### config.mk
export PLATFORM = sky130hd
export DESIGN_NAME = trace_fill_engine
export DESIGN_NICKNAME = d
export VERILOG_FILES = /design/src/rtl/tfe_pkg.sv /design/src/rtl/tfe_status.sv /design/src/rtl/tfe_wptr.sv /design/src/rtl/trace_fill_engine.sv
export SDC_FILE = /design/constraint.sdc
export NUM_CORES = 1
export LEC_CHECK = 0
export BUFFER_PORTS_ARGS = -buffer_cell sky130_fd_sc_hd__buf_2
export CORE_MARGIN = 5
export CORE_UTILIZATION = 40
export CTS_CLUSTER_SIZE = 10
export DETAILED_ROUTE_END_ITERATION = 10
export PLACE_DENSITY = 0.54
export SLEW_MARGIN = 20
export SYNTH_ARGS = -nofsm -noshare
export SYNTH_HDL_FRONTEND = slang
export SYNTH_HIERARCHICAL = 1
export SYNTH_SLANG_ARGS = --single-unit
### constraint.sdc
create_clock -name clk -period 6.2 [get_ports clk]
set_clock_uncertainty 0.1 [all_clocks]
set_input_delay 0.31 -clock clk [delete_from_list [all_inputs] [get_ports clk]]
set_output_delay 0.31 -clock clk [all_outputs]
set_load 0.005 [all_outputs]
### src/rtl/tfe_pkg.sv
package tfe_pkg;
  // register indexes
  localparam logic [2:0] RA_BASE = 3'd0;
  localparam logic [2:0] RA_WPTR = 3'd1;
  localparam logic [2:0] RA_LIMC = 3'd2;
  localparam logic [2:0] RA_STAT = 3'd3;
  localparam logic [2:0] RA_ID   = 3'd4;

  // control bits in the low part of the limit/control register
  localparam int CTL_W   = 5;
  localparam int CTL_EN  = 0;

  // status word layout
  localparam int ST_IRQ     = 0;
  localparam int ST_TRG     = 1;
  localparam int ST_WRAP    = 2;
  localparam int ST_STOP    = 3;
  localparam int ST_EC_LSB  = 4;
  localparam int EC_W       = 6;
  localparam int ST_BSC_LSB = 10;
  localparam int BSC_W      = 6;
  localparam int ST_USED    = 16;

  localparam logic [EC_W-1:0]  EC_OTHER  = 6'h00;
  localparam logic [EC_W-1:0]  EC_RANGE  = 6'h1E;
  localparam logic [EC_W-1:0]  EC_ABT_S1 = 6'h24;
  localparam logic [EC_W-1:0]  EC_ABT_S2 = 6'h25;
  localparam logic [BSC_W-1:0] BSC_FILLED = 6'h01;
endpackage

### src/rtl/tfe_status.sv
module tfe_status
  import tfe_pkg::*;
#(
  parameter int W = 32
) (
  input  logic         clk,
  input  logic         rst,
  input  logic         en,
  input  logic         sw_we,
  input  logic [W-1:0] sw_data,
  input  logic         wrap_evt,
  input  logic         abort_evt,
  input  logic         abort_s2,
  input  logic         range_evt,
  output logic [W-1:0] status_o,
  output logic         irq_o,
  output logic         stop_o
);
  localparam logic [W-1:0] ST_MASK = W'((64'd1 << ST_USED) - 64'd1);

  logic [W-1:0] st_q, st_d;

  always_comb begin
    st_d = st_q;
    if (sw_we && !en) begin
      st_d = sw_data & ST_MASK;
    end else begin
      if (wrap_evt) begin
        st_d[ST_IRQ]  = 1'b1;
        st_d[ST_WRAP] = 1'b1;
        st_d[ST_STOP] = 1'b1;
        st_d[ST_EC_LSB +: EC_W]   = EC_OTHER;
        st_d[ST_BSC_LSB +: BSC_W] = BSC_FILLED;
      end
      if (abort_evt) begin
        st_d[ST_IRQ]  = 1'b1;
        st_d[ST_STOP] = 1'b1;
        st_d[ST_EC_LSB +: EC_W] = abort_s2 ? EC_ABT_S2 : EC_ABT_S1;
      end
      if (range_evt) begin
        st_d[ST_IRQ]  = 1'b1;
        st_d[ST_STOP] = 1'b1;
        st_d[ST_EC_LSB +: EC_W] = EC_RANGE;
      end
    end
  end

  always_ff @(posedge clk) begin
    if (rst) st_q <= '0;
    else     st_q <= st_d;
  end

  assign status_o = st_q;
  assign irq_o    = st_q[ST_IRQ];
  assign stop_o   = st_q[ST_STOP];
endmodule

### src/rtl/tfe_wptr.sv
module tfe_wptr #(
  parameter int W          = 32,
  parameter int ALIGN_LOG2 = 6
) (
  input  logic         clk,
  input  logic         rst,
  input  logic         active,
  input  logic [W-1:0] base,
  input  logic [W-1:0] limit,
  input  logic         tvalid,
  input  logic [7:0]   tdata,
  input  logic         sw_we,
  input  logic [W-1:0] sw_data,
  output logic [W-1:0] wptr_o,
  output logic         wrap_evt,
  output logic         mem_we,
  output logic [W-1:0] mem_addr,
  output logic [7:0]   mem_wdata
);
  localparam logic [W-1:0] ALIGN_MASK = {W{1'b1}} << ALIGN_LOG2;

  logic [W-1:0] wptr_q;
  logic         fire, at_end;

  assign fire     = tvalid && active;
  assign at_end   = (wptr_q == (limit - W'(1)));
  assign wrap_evt = fire && at_end;

  always_ff @(posedge clk) begin
    if (rst) begin
      wptr_q    <= '0;
      mem_we    <= 1'b0;
      mem_addr  <= '0;
      mem_wdata <= '0;
    end else begin
      mem_we <= fire;
      if (fire) begin
        mem_addr  <= wptr_q;
        mem_wdata <= tdata;
        wptr_q    <= at_end ? base : wptr_q + W'(1);
      end else if (sw_we) begin
        wptr_q <= sw_data & ALIGN_MASK;
      end
    end
  end

  assign wptr_o = wptr_q;
endmodule

### src/rtl/trace_fill_engine.sv
module trace_fill_engine
  import tfe_pkg::*;
#(
  parameter int ADDR_W     = 32,
  parameter int PAGE_BYTES = 4096,
  parameter int ALIGN_LOG2 = 6
) (
  input  logic              clk,
  input  logic              rst,
  input  logic              reg_wr,
  input  logic [2:0]        reg_addr,
  input  logic [ADDR_W-1:0] reg_wdata,
  output logic [ADDR_W-1:0] reg_rdata,
  input  logic              trc_valid,
  input  logic [7:0]        trc_data,
  output logic              trc_ready,
  input  logic              abort_req,
  input  logic              abort_stage2,
  output logic              mem_we,
  output logic [ADDR_W-1:0] mem_addr,
  output logic [7:0]        mem_wdata,
  output logic              irq
);
  localparam int PAGE_LOG2 = $clog2(PAGE_BYTES);
  localparam logic [ADDR_W-1:0] PAGE_MASK = {ADDR_W{1'b1}} << PAGE_LOG2;
  localparam logic [ADDR_W-1:0] ID_WORD =
    ADDR_W'(ALIGN_LOG2) | (ADDR_W'(PAGE_LOG2) << 8);

  generate
    if (ALIGN_LOG2 > 11 || ALIGN_LOG2 > PAGE_LOG2 || ADDR_W < ST_USED) begin : g_bad_cfg
      $error("trace_fill_engine: unsupported alignment or address width");
    end
  endgenerate

  logic [ADDR_W-1:0] base_q, lim_q, wptr, status;
  logic [CTL_W-1:0]  ctl_q;
  logic              en, stop, active, wrap_evt, range_evt;
  logic              wr_base, wr_wptr, wr_limc, wr_stat;

  assign en      = ctl_q[CTL_EN];
  assign active  = en && !stop;
  assign wr_base = reg_wr && (reg_addr == RA_BASE);
  assign wr_wptr = reg_wr && (reg_addr == RA_WPTR);
  assign wr_limc = reg_wr && (reg_addr == RA_LIMC);
  assign wr_stat = reg_wr && (reg_addr == RA_STAT);

  // enabling from the disabled state validates the pointer against the new window
  assign range_evt = wr_limc && reg_wdata[CTL_EN] && !en &&
                     ((wptr < base_q) || (wptr >= (reg_wdata & PAGE_MASK)));

  always_ff @(posedge clk) begin
    if (rst) begin
      base_q <= '0;
      lim_q  <= '0;
      ctl_q  <= '0;
    end else begin
      if (wr_base) base_q <= reg_wdata & PAGE_MASK;
      if (wr_limc) begin
        lim_q <= reg_wdata & PAGE_MASK;
        ctl_q <= reg_wdata[CTL_W-1:0];
      end
    end
  end

  tfe_wptr #(.W(ADDR_W), .ALIGN_LOG2(ALIGN_LOG2)) u_wptr (
    .clk      (clk),
    .rst      (rst),
    .active   (active),
    .base     (base_q),
    .limit    (lim_q),
    .tvalid   (trc_valid),
    .tdata    (trc_data),
    .sw_we    (wr_wptr && !en),
    .sw_data  (reg_wdata),
    .wptr_o   (wptr),
    .wrap_evt (wrap_evt),
    .mem_we   (mem_we),
    .mem_addr (mem_addr),
    .mem_wdata(mem_wdata)
  );

  tfe_status #(.W(ADDR_W)) u_status (
    .clk      (clk),
    .rst      (rst),
    .en       (en),
    .sw_we    (wr_stat),
    .sw_data  (reg_wdata),
    .wrap_evt (wrap_evt),
    .abort_evt(abort_req && active),
    .abort_s2 (abort_stage2),
    .range_evt(range_evt),
    .status_o (status),
    .irq_o    (irq),
    .stop_o   (stop)
  );

  assign trc_ready = active;

  always_ff @(posedge clk) begin
    if (rst) begin
      reg_rdata <= '0;
    end else begin
      unique case (reg_addr)
        RA_BASE: reg_rdata <= base_q;
        RA_WPTR: reg_rdata <= wptr;
        RA_LIMC: reg_rdata <= lim_q | ADDR_W'(ctl_q);
        RA_STAT: reg_rdata <= status;
        RA_ID:   reg_rdata <= ID_WORD;
        default: reg_rdata <= '0;
      endcase
    end
  end
endmodule

Yosys cells after proc, flatten, opt, wreduce, memory -nomap -nowiden
Index checks and enable logic that the tools add are counted.
Storage, ports and cells
  bits in registers: 166
  latch bits: 0
  RAM bits: 0
  memory bits (read-only): 0
  memories: 0
Operators by class
  $add $sub $neg: 2
  multipliers: 0
  divide/modulo/power cells: 0
  magnitude comparators: 2
  equal/unequal tests: 5
  shift-type cells: 0
  multiplexer cells: 13
  bitwise gates (word level): 1
  reduce and logical (&&, ||, !) cells: 20
Operators by type and width (number)
  one-hot mux 32 bit (5 select lines): 1
  2-to-1 mux 32 bit: 3
  adder 32 x 1 -> 32 bit, second input constant: 1
  equality test 32 bit: 1
  greater-or-equal comparator 32 bit: 1
  < comparator 32 bit: 1
  bitwise OR 32 x 5 -> 32 bit: 1
  subtractor 32 x 1 -> 32 bit, second input constant: 1
  2-to-1 mux 14 bit: 2
  2-to-1 mux 7 bit: 2
  logical AND 1 bit: 13
  equality test 3 x 2 -> 1 bit, second input constant: 2
  2-to-1 mux 1 bit: 5
  nonzero test 2 bit: 2
  nonzero test 4 bit: 1
  equality test 3 x 1 -> 1 bit, second input constant: 1
  equality test 3 bit, second input constant: 1
  zero test 3 bit: 1
  zero test 1 bit: 2
  logical OR 1 bit: 1

Logic depth before layout (Yosys ltp)
  depth after elaboration: 8
  depth in mapped cells: 14
  mapped depth without buffers: 13

Hierarchy
The synthesis kept the hierarchy.
By module, submodules not included
  tfe_wptr: instances 1, cells each 699, area each 5322.6 µm²
  trace_fill_engine: instances 1, cells each 500, area each 4005.1 µm²
  tfe_status: instances 1, cells each 100, area each 872.1 µm²

Worst setup path after synthesis
OpenSTA, ideal clock, no wires.
  path kind: reg-to-reg
  from: register lim_q[21]
  to: register u_wptr.wptr_q[18], in the netlist u_wptr/wptr_o[18]
  data arrival time: 3.460 ns
  required time: 5.978 ns
  path slack: 2.518 ns
  cell stages (with the launch flop): 13
  path buffers: 4
  path through: dfxtp_1 > buf_6 > or4_4 > buf_6 > or4b_4 > nor4_1 > xnor2_1 > o211ai_2 > or4_1 > buf_2 > buf_6 > or4_1 > o311a_1
Between the ends
  cells in the longest elaborated chain, start to end: 4
RTL lines
  start, declared: line trace_fill_engine.sv:35  | logic [ADDR_W-1:0] base_q, lim_q, wptr, status;
  start signal, assigned: line trace_fill_engine.sv:59  | lim_q <= reg_wdata & PAGE_MASK;
  subtractor 32 x 1 -> 32 bit: line tfe_wptr.sv:26  | assign at_end = (wptr_q == (limit - W'(1)));
  equality test 32 bit: line tfe_wptr.sv:26
  2-to-1 mux 32 bit: line tfe_wptr.sv:40  | wptr_q <= at_end ? base : wptr_q + W'(1);
  2-to-1 mux 32 bit: line tfe_wptr.sv:37  | if (fire) begin
  end signal, assigned: line tfe_wptr.sv:40
  end signal, assigned: line tfe_wptr.sv:42  | wptr_q <= sw_data & ALIGN_MASK;
  end, declared: line tfe_wptr.sv:22  | logic [W-1:0] wptr_q;
No other way between the ends.
A chain may end at the register's enable or synchronous reset.

Worst setup path in the final report
  from: register lim_q[15]
  to: register u_wptr.wptr_q[16], in the netlist u_wptr/wptr_o[16]
The elaborated chain is that of the path after synthesis.

==> run summary <==
Critical path required time = 6.37 ns
RR Startpoint = lim_q[15]
XOR/XNOR Fraction of Synth Area = 0.0541
Post-synthesis register bit count = 166
Final setup violation count = 0
Post-Synth Adder-Cell Area = 0.0503
Starting Density = 0.405
Compound-Gate Fraction of Synth Area = 0.194
GPL Wtd Cong = 0.917
Final Cycle Share = 0.753
Vias in the first global route = 9528
Main combinational cell family by area after synthesis = simple AND/OR/NAND/NOR gates
Fmax = 214 MHz
Cell Area, Synth = 10200 µm²
Final Worst Setup Slack = 1.53 ns
Post-Syn Instances = 1299
Die height = 170 µm
Number of synthesized flops with an enable pin = 0
Worst Setup End Kind = flip-flop
Hold crit path type = in2reg
WL per Instance = 19.7 µm
Starting DRC count in detailed routing = 664
Status = completed
Worst-path clk slew = 0.07 ns
DP HPWL = 23.9 mm
DR vias = 9769
CP startpoint kind = flip-flop
Minimum clock period = 4.67 ns
RSZ-0062 raised after global routing = no
Routed wire length = 34.7 mm
Peak supply drop = 0.000104 V
Post-Synth Simple-Gate Area = 0.260
Layout cells sized above 1 = 0.158
Worst hold path depth = 3
Leak = 4.46 nW
CTS Buf Count = 17
Initial antenna violation count = 0
Async SR Flop Fraction = 0
DR DRC count = 0
Multi-input gate area = 6390 µm²
Min-Delay Startpoint = reg_wdata[1]
ANT cells = 0
Layout area overhead = 14.6%
Post-layout util = 0.464
Detailed Routing Iterations Pass 1 = 5
R2R Path End = u_wptr/wptr_o[16]
CTS H-Tree Depth = 4
Netlist cell types = 86
Vias per cell = 5.54
Post-route ant nets = 0
CTS tree = built
Root Driver = clkbuf_16
Final Instance Count excl. Fillers = 1762
Port-buffer cells = 123
Die width = 170 µm
Post-route setup TNS = 0 ns
Final-layout fill cell count = 2573
Dpl ws = 1.57 ns
Slew HR = 0.261
Reg2Reg Depth = 9
Gr usage total = 0.240
Core Rows = 58
Yosys top cell area share = 0.326
Ys Warns = 6
Area contributors post-synth = dfxtp_1 (33%), nand2_1 (8.9%), a21oi_1 (7.1%)
Pwr dens = 213 nW/µm²
Max cap viols = 0
DIE AREA = 28800 µm²
Worst-margin pin slew = 1.11 ns
Core outline area = 25200 µm²
Yosys top cell by area = dfxtp_1
Sequential Area = 3320 µm²
Critical path arrival = 4.84 ns
Final hold violation count = 0
Post-synthesis mux area share = 0.0370
Worst hold slack = 0.0147 ns
Syn Area/Cell = 7.85 µm²
Largest net degree at the start of global routing = 74
Max Slew Vio Count = 0
Total grt overflow = 0
FF-to-FF setup slack = 1.53 ns
Clk buf depth = 2
Clk_lat worst skew = 0.44 ns
First-pass GRT wire length = 54.8 mm
CTS Sinks = 166
Placed insts = 1723
I/O Pins = 124
Crit path kind = reg2reg
Setup repair bufs after CTS = 0
Seq/Total Area, Yosys = 0.326
CP max FO = 18
Hold Path End = ctl_q[1]
Ys flop type = dfxtp_1
Nets = 1509
final cells by class:
| cell class | instances | area share |
|---|---|---|
| clock buffers | 18 | 0.0376 |
| clock inverters | 14 | 0.0127 |
| inverters | 48 | 0.0154 |
| multi-input cells | 1042 | 0.547 |
| flip-flops and latches | 166 | 0.284 |
| well taps | 330 | 0.0353 |
| repair buffers | 144 | 0.0679 |
per-stage QoR:
| stage | power, mW | area, µm² |
|---|---|---|
| global route | 2.59 | 11700 |
| CTS | 2.50 | 11700 |
| finish | 2.49 | 11700 |
| global placement | 1.40 | 11000 |
| detailed placement | 1.41 | 11000 |
| floorplan | 1.32 | 10500 |
critical path, cell delays in order, from the launching register on:
cell and delay (ns):
dfxtp_1 0.38, nor4_1 0.36, nand4_2 0.48, or4b_2 0.81, a22oi_1 0.23, nand4_1 0.18, or4_1 0.89, nor2_2 0.54
buf_4 0.35, o311ai_0 0.17
cells in the mapped netlist, drive strengths merged (22+ instances only):
cell type,n
clkbuf,70
a21oi,145
nor2,53
inv,48
buf,52
nor3,35
dfxtp,166
a22oi,53
nand3,39
nand4,26
xor2,25
nand2,243
ha,41
nor4,22
xnor2,38
worst max-delay path by stage:
| stage | startpoint | end | depth (start not counted) |
|---|---|---|---|
| 2_1_floorplan | lim_q[21] | u_wptr/wptr_o[18] | 12 |
| 3_3_place_gp | lim_q[15] | u_wptr/wptr_o[21] | 9 |
| 3_5_place_dp | lim_q[15] | u_wptr/wptr_o[25] | 9 |
| 4_1_cts | lim_q[15] | u_wptr/wptr_o[16] | 9 |
| 5_1_grt | lim_q[15] | u_wptr/wptr_o[17] | 9 |
| 6_report | lim_q[15] | u_wptr/wptr_o[16] | 9 |
cells in the final DEF, fill, tap and decap left out, drive strengths merged, types with 9 or more instances in the layout:
master / synthesis / layout
ha: 41 / 41
mux2: 19 / 19
nor4: 22 / 22
conb: 2 / 81
clkbuf: 70 / 18
mux2i: 16 / 16
buf: 52 / 137
a21oi: 145 / 145
nor2b: 9 / 9
nand4: 26 / 26
o311a: 12 / 12
o211ai: 9 / 9
nor2: 53 / 53
dfxtp: 166 / 166
o21ai: 16 / 16
nand2: 243 / 243
and3: 9 / 9
inv: 48 / 51
or4: 19 / 19
nor3: 35 / 35
nand3: 39 / 39
xnor2: 38 / 38
nor3b: 20 / 20
xor2: 25 / 25
o311ai: 15 / 15
a22oi: 53 / 53
routing by layer:
layer	global-route usage	up-vias	wire (µm)
li1	-	4761	-
met1	0.334	4654	16100
met2	0.384	323	15900
met3	0.0538	31	2340
met4	0.0504	0	345
met5	0	-	0
power breakdown:
group | internal, mW | total (mW) | switching, mW
Clock | 0.608 | 1.10 | 0.489
Combinational | 0.103 | 0.280 | 0.177
Sequential | 1.08 | 1.11 | 0.0298
flip-flops by register name (all words and copies together) (netlist names), 5 cells and up:
name,count
u_wptr/mem_addr,32
u_wptr/wptr_o,32
lim_q,20
base_q,20
u_status/status_o,16
ctl_q,5
reg_rdata,32
u_wptr/mem_wdata,8
logic make-up (layout without fill, tap and decap cells):
group                    Yosys count  after routing
flip-flops                       166            166
XOR/XNOR                          63             63
multiplexers                      35             35
other                              2             81
adder cells (fa/ha/maj)           41             41
AND/OR/NAND/NOR                  520            520
AO/OA/AOI/OAI                    302            302
buffers and inverters            170            224
timing repair:
action,in CTS,in global routing
endpoints found under the hold margin,7,0
hold buffers,7,0
gates resized for setup,0,0
Power figures use the tool's default switching activity.
